<file path="src/rtl/spim_pkg.sv">
package spim_pkg;
  localparam int DIV_W  = 13;
  localparam int CS_N   = 4;
  localparam int CNT_W  = 4;
  localparam int BYTE_W = 8;

  typedef struct packed {
    logic [DIV_W-1:0] clkdiv;
    logic [CS_N-1:0]  cs_en;
    logic             late;
    logic             idle_lo;
    logic             three_wire;
    logic             lsb_first;
    logic             cs_high;
  } cfg_t;

  function automatic cfg_t cfg_unpack(input logic [31:0] w);
    cfg_t c;
    c.clkdiv     = w[16 +: DIV_W];
    c.cs_en      = w[12 +: CS_N];
    c.late       = w[5];
    c.idle_lo    = w[4];
    c.three_wire = w[3];
    c.lsb_first  = w[2];
    c.cs_high    = w[1];
    return c;
  endfunction

  function automatic logic [31:0] cfg_pack(input cfg_t c);
    logic [31:0] w;
    w = '0;
    w[16 +: DIV_W] = c.clkdiv;
    w[12 +: CS_N]  = c.cs_en;
    w[5] = c.late;
    w[4] = c.idle_lo;
    w[3] = c.three_wire;
    w[2] = c.lsb_first;
    w[1] = c.cs_high;
    return w;
  endfunction

  function automatic logic [DIV_W-1:0] eff_div(input logic [DIV_W-1:0] d);
    return (d == '0) ? DIV_W'(1) : d;
  endfunction

  function automatic logic [CNT_W-1:0] clamp_tot(input logic [CNT_W-1:0] t,
                                                 input logic [CNT_W-1:0] maxv);
    if (t == '0) return CNT_W'(1);
    if (t > maxv) return maxv;
    return t;
  endfunction

  function automatic logic [CNT_W-1:0] clamp_tx(input logic [CNT_W-1:0] x,
                                                input logic [CNT_W-1:0] tot);
    return (x > tot) ? tot : x;
  endfunction

  // polarity: idle level of the serial clock
  function automatic logic sclk_idle(input cfg_t c);
    return c.idle_lo ^ c.late;
  endfunction
endpackage

</file>
<file path="src/rtl/spim_clkgen.sv">
module spim_clkgen #(
  parameter int W = 13
) (
  input  logic         clk,
  input  logic         rst_n,
  input  logic         run,
  input  logic [W-1:0] div,
  output logic         tick
);
  logic [W-1:0] cnt_q;

  assign tick = run && (cnt_q == div - 1'b1);

  always_ff @(posedge clk or negedge rst_n) begin
    if (!rst_n)            cnt_q <= '0;
    else if (!run || tick) cnt_q <= '0;
    else                   cnt_q <= cnt_q + 1'b1;
  end
endmodule

</file>
<file path="src/rtl/spim_shifter.sv">
module spim_shifter #(
  parameter int BW = 8
) (
  input  logic          clk,
  input  logic          rst_n,
  input  logic          load,
  input  logic [BW-1:0] load_val,
  input  logic          tick,
  input  logic          lsb_first,
  input  logic          sdi,
  output logic          mosi_bit,
  output logic          half,
  output logic          sample_evt,
  output logic          byte_end,
  output logic [BW-1:0] rx_byte
);
  localparam int IW = $clog2(BW);
  logic [IW-1:0] bit_q;
  logic [BW-1:0] tx_q, rx_q;
  logic          half_q, shift_evt;

  assign sample_evt = tick && !half_q;
  assign shift_evt  = tick && half_q;
  assign byte_end   = shift_evt && (bit_q == IW'(BW-1));
  assign mosi_bit   = lsb_first ? tx_q[0] : tx_q[BW-1];
  assign half       = half_q;
  assign rx_byte    = rx_q;

  always_ff @(posedge clk or negedge rst_n) begin
    if (!rst_n) begin
      bit_q <= '0; half_q <= 1'b0; tx_q <= '0; rx_q <= '0;
    end else if (load) begin
      tx_q <= load_val; bit_q <= '0; half_q <= 1'b0;
    end else begin
      if (sample_evt) begin
        half_q <= 1'b1;
        rx_q   <= lsb_first ? {sdi, rx_q[BW-1:1]} : {rx_q[BW-2:0], sdi};
      end
      if (shift_evt) begin
        half_q <= 1'b0;
        bit_q  <= bit_q + 1'b1;
        tx_q   <= lsb_first ? (tx_q >> 1) : (tx_q << 1);
      end
    end
  end
endmodule

</file>
<file path="src/rtl/spim_csctl.sv">
module spim_csctl #(
  parameter int N = 4,
  localparam int SW = $clog2(N)
) (
  input  logic [N-1:0]  en,
  input  logic          cs_high,
  input  logic          active,
  input  logic [SW-1:0] sel,
  output logic [N-1:0]  cs_o,
  output logic [N-1:0]  cs_oe
);
  for (genvar g = 0; g < N; g++) begin : g_cs
    assign cs_o[g]  = (active && sel == SW'(g)) ? cs_high : ~cs_high;
    assign cs_oe[g] = en[g];
  end
endmodule

</file>
<file path="src/rtl/spim_cmdbuf.sv">
module spim_cmdbuf
  import spim_pkg::*;
#(
  parameter int SLOTS  = 9,
  parameter int ADDR_W = 8
) (
  input  logic              clk,
  input  logic              rst_n,
  input  logic              reg_wr,
  input  logic [ADDR_W-1:0] reg_addr,
  input  logic [31:0]       reg_wdata,
  output logic [31:0]       reg_rdata,
  output logic              sclk,
  output logic              mosi_o,
  output logic              mosi_oe,
  input  logic              sdi,
  output logic [CS_N-1:0]   cs_o,
  output logic [CS_N-1:0]   cs_oe
);
  localparam int SEL_W = $clog2(CS_N);
  localparam logic [ADDR_W-1:0] CFG_A  = ADDR_W'(8'h00);
  localparam logic [ADDR_W-1:0] STS_A  = ADDR_W'(8'h08);
  localparam logic [ADDR_W-1:0] CMD_A  = ADDR_W'(8'h10);
  localparam logic [ADDR_W-1:0] SLOT_A = ADDR_W'(8'h80);
  localparam logic [CNT_W-1:0]  MAXN   = CNT_W'(SLOTS);

  cfg_t                cfg_q;
  logic                busy_q, held_q, leave_q;
  logic [SEL_W-1:0]    sel_q;
  logic [CNT_W-1:0]    tot_q, txn_q, byte_q, next_idx;
  logic [BYTE_W-1:0]   slot_q [SLOTS];
  logic [BYTE_W-1:0]   next_tx, first_tx, rx_byte, mosi_load;
  logic [ADDR_W-1:0]   soff;
  logic [CNT_W-1:0]    cmd_tot, cmd_tx;
  logic wr_ok, cfg_hit, cmd_hit, slot_hit, tick, half, sample_evt, byte_end;
  logic last_byte, done_evt, tx_active, idle_lvl, mosi_bit, load;

  // decode
  assign wr_ok    = reg_wr && !busy_q;
  assign soff     = reg_addr - SLOT_A;
  assign slot_hit = (reg_addr >= SLOT_A) && (soff[2:0] == 3'b0) &&
                    (soff[ADDR_W-1:3] < (ADDR_W-3)'(SLOTS));
  assign cfg_hit  = wr_ok && reg_addr == CFG_A;
  assign cmd_hit  = wr_ok && reg_addr == CMD_A;
  assign cmd_tot  = clamp_tot(reg_wdata[3:0], MAXN);
  assign cmd_tx   = clamp_tx(reg_wdata[11:8], cmd_tot);

  // sequencing
  assign next_idx  = byte_q + 1'b1;
  assign last_byte = (byte_q == tot_q - 1'b1);
  assign done_evt  = byte_end && last_byte;
  assign tx_active = busy_q && (byte_q < txn_q);
  assign first_tx  = (cmd_tx != '0) ? slot_q[0] : '0;
  assign load      = cmd_hit || (byte_end && !last_byte);
  assign mosi_load = cmd_hit ? first_tx : next_tx;

  always_comb begin
    next_tx = '0;
    for (int i = 0; i < SLOTS; i++)
      if (next_idx == CNT_W'(i) && next_idx < txn_q) next_tx = slot_q[i];
  end

  always_ff @(posedge clk or negedge rst_n) begin
    if (!rst_n) begin
      cfg_q <= '0; busy_q <= 1'b0; held_q <= 1'b0; leave_q <= 1'b0;
      sel_q <= '0; tot_q <= '0; txn_q <= '0; byte_q <= '0;
    end else begin
      if (cfg_hit) begin
        cfg_q <= cfg_unpack(reg_wdata);
        if (reg_wdata == '0) held_q <= 1'b0;
      end
      if (cmd_hit) begin
        busy_q  <= 1'b1;
        tot_q   <= cmd_tot;
        txn_q   <= cmd_tx;
        sel_q   <= reg_wdata[16 +: SEL_W];
        leave_q <= reg_wdata[20];
        byte_q  <= '0;
      end
      if (byte_end) begin
        if (last_byte) begin
          busy_q <= 1'b0;
          held_q <= leave_q;
        end else begin
          byte_q <= next_idx;
        end
      end
    end
  end

  // buffer: software writes when idle, received bytes while busy
  always_ff @(posedge clk or negedge rst_n) begin
    if (!rst_n) begin
      for (int i = 0; i < SLOTS; i++) slot_q[i] <= '0;
    end else begin
      for (int i = 0; i < SLOTS; i++) begin
        if (wr_ok && slot_hit && soff[ADDR_W-1:3] == (ADDR_W-3)'(i))
          slot_q[i] <= reg_wdata[BYTE_W-1:0];
        if (byte_end && byte_q == CNT_W'(i))
          slot_q[i] <= rx_byte;
      end
    end
  end

  spim_clkgen #(.W(DIV_W)) u_clkgen (
    .clk(clk), .rst_n(rst_n), .run(busy_q), .div(eff_div(cfg_q.clkdiv)), .tick(tick)
  );

  spim_shifter #(.BW(BYTE_W)) u_shift (
    .clk(clk), .rst_n(rst_n), .load(load), .load_val(mosi_load), .tick(tick),
    .lsb_first(cfg_q.lsb_first), .sdi(sdi), .mosi_bit(mosi_bit), .half(half),
    .sample_evt(sample_evt), .byte_end(byte_end), .rx_byte(rx_byte)
  );

  spim_csctl #(.N(CS_N)) u_cs (
    .en(cfg_q.cs_en), .cs_high(cfg_q.cs_high), .active(busy_q || held_q),
    .sel(sel_q), .cs_o(cs_o), .cs_oe(cs_oe)
  );

  assign idle_lvl = sclk_idle(cfg_q);
  assign sclk     = busy_q ? (idle_lvl ^ half ^ cfg_q.late) : idle_lvl;
  assign mosi_o   = tx_active && mosi_bit;
  assign mosi_oe  = !cfg_q.three_wire || tx_active;

  always_comb begin
    reg_rdata = '0;
    if (reg_addr == CFG_A) reg_rdata = cfg_pack(cfg_q);
    if (reg_addr == STS_A) reg_rdata = {31'b0, busy_q};
    for (int i = 0; i < SLOTS; i++)
      if (slot_hit && soff[ADDR_W-1:3] == (ADDR_W-3)'(i))
        reg_rdata = {{(32-BYTE_W){1'b0}}, slot_q[i]};
  end
endmodule

</file>
<file path="config.mk">
export PLATFORM = sky130hd
export DESIGN_NAME = spim_cmdbuf
export DESIGN_NICKNAME = d
export VERILOG_FILES = /design/src/rtl/spim_pkg.sv /design/src/rtl/spim_clkgen.sv /design/src/rtl/spim_shifter.sv /design/src/rtl/spim_csctl.sv /design/src/rtl/spim_cmdbuf.sv
export SDC_FILE = /design/constraint.sdc
export NUM_CORES = 1
export LEC_CHECK = 0
export ABC_AREA = 0
export BUFFER_PORTS_ARGS = -buffer_cell sky130_fd_sc_hd__buf_2
export CORE_MARGIN = 3
export CORE_UTILIZATION = 40
export DETAILED_ROUTE_END_ITERATION = 8
export REMOVE_ABC_BUFFERS = 1
export SYNTH_ARGS = -nofsm -noshare
export SYNTH_HDL_FRONTEND = slang
export SYNTH_SLANG_ARGS = --single-unit
</file>
<file path="constraint.sdc">
create_clock -name clk -period 6.1 [get_ports clk]
set_input_delay 1.22 -clock clk [delete_from_list [all_inputs] [get_ports clk]]
set_output_delay 1.22 -clock clk [all_outputs]
set_load 0.02 [all_outputs]
</file>
# After elaboration in Yosys (flattened, before gate mapping)
# Index checks and enable logic that the tools add are counted.
word_totals:
  reg_bits: 144
  latch_bits: 0
  mem_bits_rw: 0
  rom_bits: 0
  in_bits: 44
  word_cells: 235
  mem_count: 0
classes:
  addsub: 6
  multipliers: 0
  n_div: 0
  n_lt_le_gt_ge: 6
  eq_ne: 32
  shift: 0
  muxes: 75
  n_bitwise: 5
  n_reduce_logical: 83
ops:
  columns: ["operator", "count"]
  rows:
  - ["$mux W32", 10]
  - ["$mux W8", 33]
  - ["$logic_and A1 B1 Y1", 53]
  - ["$eq A4 B3 Y1 const B", 8]
  - ["$logic_not A32 Y1", 1]
  - ["$mux W4", 8]
  - ["$mux W29", 1]
  - ["$mux W13", 2]
  - ["$eq A5 B3 Y1 const B", 4]
  - ["$reduce_bool A2 Y1", 10]
  - ["$mux W1", 19]
  - ["$eq A4 B2 Y1 const B", 4]
  - ["$add A13 B1 Y13 const B", 1]
  - ["$eq A13 B13 Y1", 1]
  - ["$logic_not A13 Y1", 1]
  - ["$sub A13 B1 Y13 const B", 1]
  - ["$logic_not A4 Y1", 3]
  - ["$eq A5 B2 Y1 const B", 2]
  - ["$eq A4 B1 Y1 const B", 2]
  - ["$eq A4 B4 Y1 const B", 2]
  - ["$eq A8 B4 Y1 const B", 1]
  - ["$eq A8 B5 Y1 const B", 1]
  - ["$ge A8 B8 Y1 const B", 1]
  - ["$logic_not A8 Y1", 1]
  - ["25 further kinds", 37]

# Logic depth before layout (Yosys ltp)
logic_depth:
  ltp_word: 14
  mapped_depth: 16
  mapped_depth_nobuf: 12

# By module
# Synthesis repeated with hierarchy kept, for this count alone.
hier_totals:
  cells_unflattened: 1132
  area_unflattened_um2: 9944.5
by_module_without_submodules:
  columns: ["module", "instances", "cells_each", "area_each_um2", "seq_area_each_um2"]
  rows:
  - ["spim_cmdbuf", 1, 887, 7693.6, 2777.7]
  - ["spim_clkgen", 1, 125, 1083.5, 325.3]
  - ["spim_shifter", 1, 108, 1069.8, 500.5]
  - ["spim_csctl", 1, 12, 97.6, 0.0]

# Worst setup path after synthesis
# Ideal clock, no wire load.
synth_path:
  path_type: "input port to output port"
  startpoint: "in reg_addr[1]"
  endpoint: "out reg_rdata[0]"
  t_arrival_ns: 3.274
  required_ns: 4.880
  path_slack_ns: 1.606
  stages: 9
  path_cell_list: "nor4_1 > nor3b_1 > clkbuf_1 > a32o_1 > a221o_1 > nand2_1 > a21oi_1 > a221oi_1 > o21ai_0"
synth_via:
  elab_chain_cells: 14
synth_rtl:
  columns: ["item", "line", "text"]
  rows:
  - ["from (decl)", "spim_cmdbuf.sv:10", "input logic [ADDR_W-1:0] reg_addr,"]
  - ["parallel branches: the longest is 13 deep, another holds $sub A8 B8 Y8", null, null]
  - ["$mux W32 *", "spim_cmdbuf.sv:130", "if (slot_hit && soff[ADDR_W-1:3] == (ADDR_W-3)'(i))"]
  - ["to (decl)", "spim_cmdbuf.sv:12", "output logic [31:0] reg_rdata,"]
# Mark *: on every way between the ends.

# Worst setup path in the final report
layout_path:
  startpoint: "in reg_addr[1]"
  endpoint: "out reg_rdata[3]"
# The elaborated chain is that of the path after synthesis.

==> results.ini <==
[clock_network]
ctsResizeCount=0
numClockSinks=144
cts-buffers-inserted=17
postCtsSetupBuffers=0
htree_levels=4
path_clk_slew_ns=0.06
hold_buffers=0
clkLatencyLatePin_ns=0.43
clockBufferDepth=2
root_buffer=clkbuf_16
cts_tree=yes

[drt]
post_drt_wl_per_cell_um=25.4
dr.pass1.iters=8
num_vias=9140
drc=0
wl_um=36900
drtAntennaViolNets=0
vias_per_cell=6.30
drtIter0Drc=1018

[floorplanning]
core-area_um2=22800
initial_core_util=0.410
die_y_um=159
num_rows=55
die-area_um2=25300
io_pins=87
die_w_um=159

[final_layout]
fillCellCount=2286
nets=1188
instances_no_fill=1450
drive_gt1_frac=0.159
area_growth_pct=12.0
antenna-diode-count=0

[grt]
grt_max_degree=72
grt.overflow.total=0
track_usage=0.292
grt_pass1_wl_um=56600
antenna_found_initial=0
grt_pass1_vias=8927

[sta]
final.min_clock_period_ns=4.69
finalSetupTns_ns=0
tightest_slew_ns=1.24
skew_ns=0.0134
slew_viol_final=0
finalHoldViolCount=0
setup_viol=0
fmax_ghz=0.213
final_min_period_over_clock_period=0.768
slew_headroom=0.172
rsz0062_at_grt=no

[critical_path]
crit_family=simple AND/OR/NAND/NOR gates
cpPeakStageDelay_ns=0.31
worstSetupEndpointType=output pin
start_kind=primary input
path_max_fanout=21
r2r_slack_ns=1.65
crit_arrival_ns=3.47
critPathRequiredTime_ns=4.88
critPathSlowestCell=nor4_1
path_buf_inv=4
criticalPathCategory=in2out
path_cells=buf_2 -> nor4_1 -> buf_4 -> nor3b_2 -> buf_4 -> and2_1 -> a22oi_1 -> and3_1 -> o21ai_0 -> o211ai_1 -> a31oi_1 -> buf_2

[synthesis]
synth.largest_area_cell=dfrtp_1
synth_commonest_cells=nand2_1 (209), dfrtp_1 (144), clkbuf_1 (58)
synth.avg_cell_area_um2=8.59
yosysMostFrequentCell=nand2_1
synth.distinct_cells=77
ys_warn_count=0
synthArstFlopShare=1.00
synth.cell_area_um2=9380
ys_seq_area_frac=0.384
yosys.area.top_type_share=0.384
synth_edf_count=0
postSynthCellCount=1091
postSynthRegisterBits=144
synth_ff_type=dfrtp_1
netlist_top_cells_area=dfrtp_1 (38%), nand2_1 (8.4%), mux2_2 (3.4%), a32oi_1 (3.2%), and3_1 (2.7%)

[pwr]
power_frac_comb=0.279
p_int_uw=1900
p_sw_frac=0.410
clkPwrFrac=0.317
seqPwrFrac=0.404
ir_worst_vdd_v=0.000240
cellPowerDensity_nw_per_um2=307
power.switching_uw=1320
p_leak_uw=0.00481

[placement]
hpwl_um=26700
place_inst=1418
place_congestion=1.02
io_buffers=79

[job]
max_cap_violations=0

[outcome]
status=completed

[hold_path]
min_path_type=reg2reg

layout make-up:
class,instances,area [um2],share of cell area
clock buffers,18,439,0.0418
clock inverters,14,121,0.0116
inverters,24,90.1,0.00858
multi-input cells,839,5310,0.506
flip-flops and latches,144,3600,0.343
well taps,313,392,0.0373
repair buffers,98,544,0.0518
cell families after synthesis:
family | share of synthesized area
AO/OA/AOI/OAI | 0.207
buffers and inverters | 0.0522
multiplexers | 0.0528
other | 0.000400
AND/OR/NAND/NOR | 0.244
flip-flops | 0.384
adder cells (fa/ha/maj) | 0.0267
XOR/XNOR | 0.0332
metal layers:
| layer | global-route usage | routed length [um] |
|---|---|---|
| met5 | 0 | 0 |
| met3 | 0.0525 | 3350 |
| met2 | 0.450 | 16600 |
| met4 | 0.101 | 1120 |
| met1 | 0.414 | 15800 |
flip-flops by register name (all words and copies together), names as in the netlist:
| signal | cells |
|---|---|
| u_shift.bit_q | 3 |
| u_shift.half | 1 |
| busy_q | 1 |
| cfg_q | 22 |
| slot_q | 72 |
| u_shift.rx_byte | 8 |
| sel_q | 2 |
| leave_q | 1 |
| held_q | 1 |
| txn_q | 4 |
| tot_q | 4 |
| u_clkgen.cnt_q | 13 |
| byte_q | 4 |
| u_shift.tx_q | 8 |
worst min-delay path, delay by kind of cell, from the launching register on:
kind             cells  cell delay [ns]
AO/OA/AOI/OAI        1             0.06
AND/OR/NAND/NOR      1             0.04
flip-flops           1             0.34
path summary, 6_finish.rpt:
kind / from / to / cells after the start
worst min-delay path: txn_q[2] / txn_q[2] / 2
min in group asynchronous: rst_n / slot_q[14] / 1
worst max-delay path: reg_addr[1] / reg_rdata[3] / 12
max in group asynchronous: rst_n / slot_q[60] / 2
worst min register to register: txn_q[2] / txn_q[2] / 2
worst max register to register: cfg_q[16] / slot_q[26] / 11
placed cells by master, fill, tap and decap left out, types with 16 or more instances in the layout:
master     count
nand2_1      209
dfrtp_1      144
buf_2         78
nor2_1        52
o21ai_0       45
nand3_1       44
and3_1        41
a21oi_1       40
a32oi_1       34
mux2_2        28
inv_1         23
a22oi_1       23
nor3_1        22
ha_1          20
buf_4         19
mux2i_1       18
xnor2_1       17
clkbuf_16     17
xor2_1        16
power by group through the flow:
| stage | combinational [uW] | clock (uW) | sequential [uW] |
|---|---|---|---|
| 4_1_cts | 883 | 1040 | 1290 |
| 5_1_grt | 993 | 1080 | 1300 |
| 2_1_floorplan | 579 | 0 | 1180 |
| 6_report | 898 | 1020 | 1300 |
| 3_3_place_gp | 881 | 0 | 1300 |
| 3_5_place_dp | 882 | 0 | 1300 |
per-stage QoR:
step                      cell area, um2  power (uW)  utilization  hold slack (ns)  setup WS, ns
after floorplan                     9000        1760            -            0.440          1.08
after global placement              9940        2180        0.435            0.455          1.50
after detailed placement            9940        2180        0.435            0.469          1.47
after CTS                          10500        3210        0.460            0.485          1.45
after global routing               10500        3370        0.460            0.508          1.17
final                              10500        3220        0.460            0.481          1.41
No activity file was read; power rests on OpenSTA's default activity.
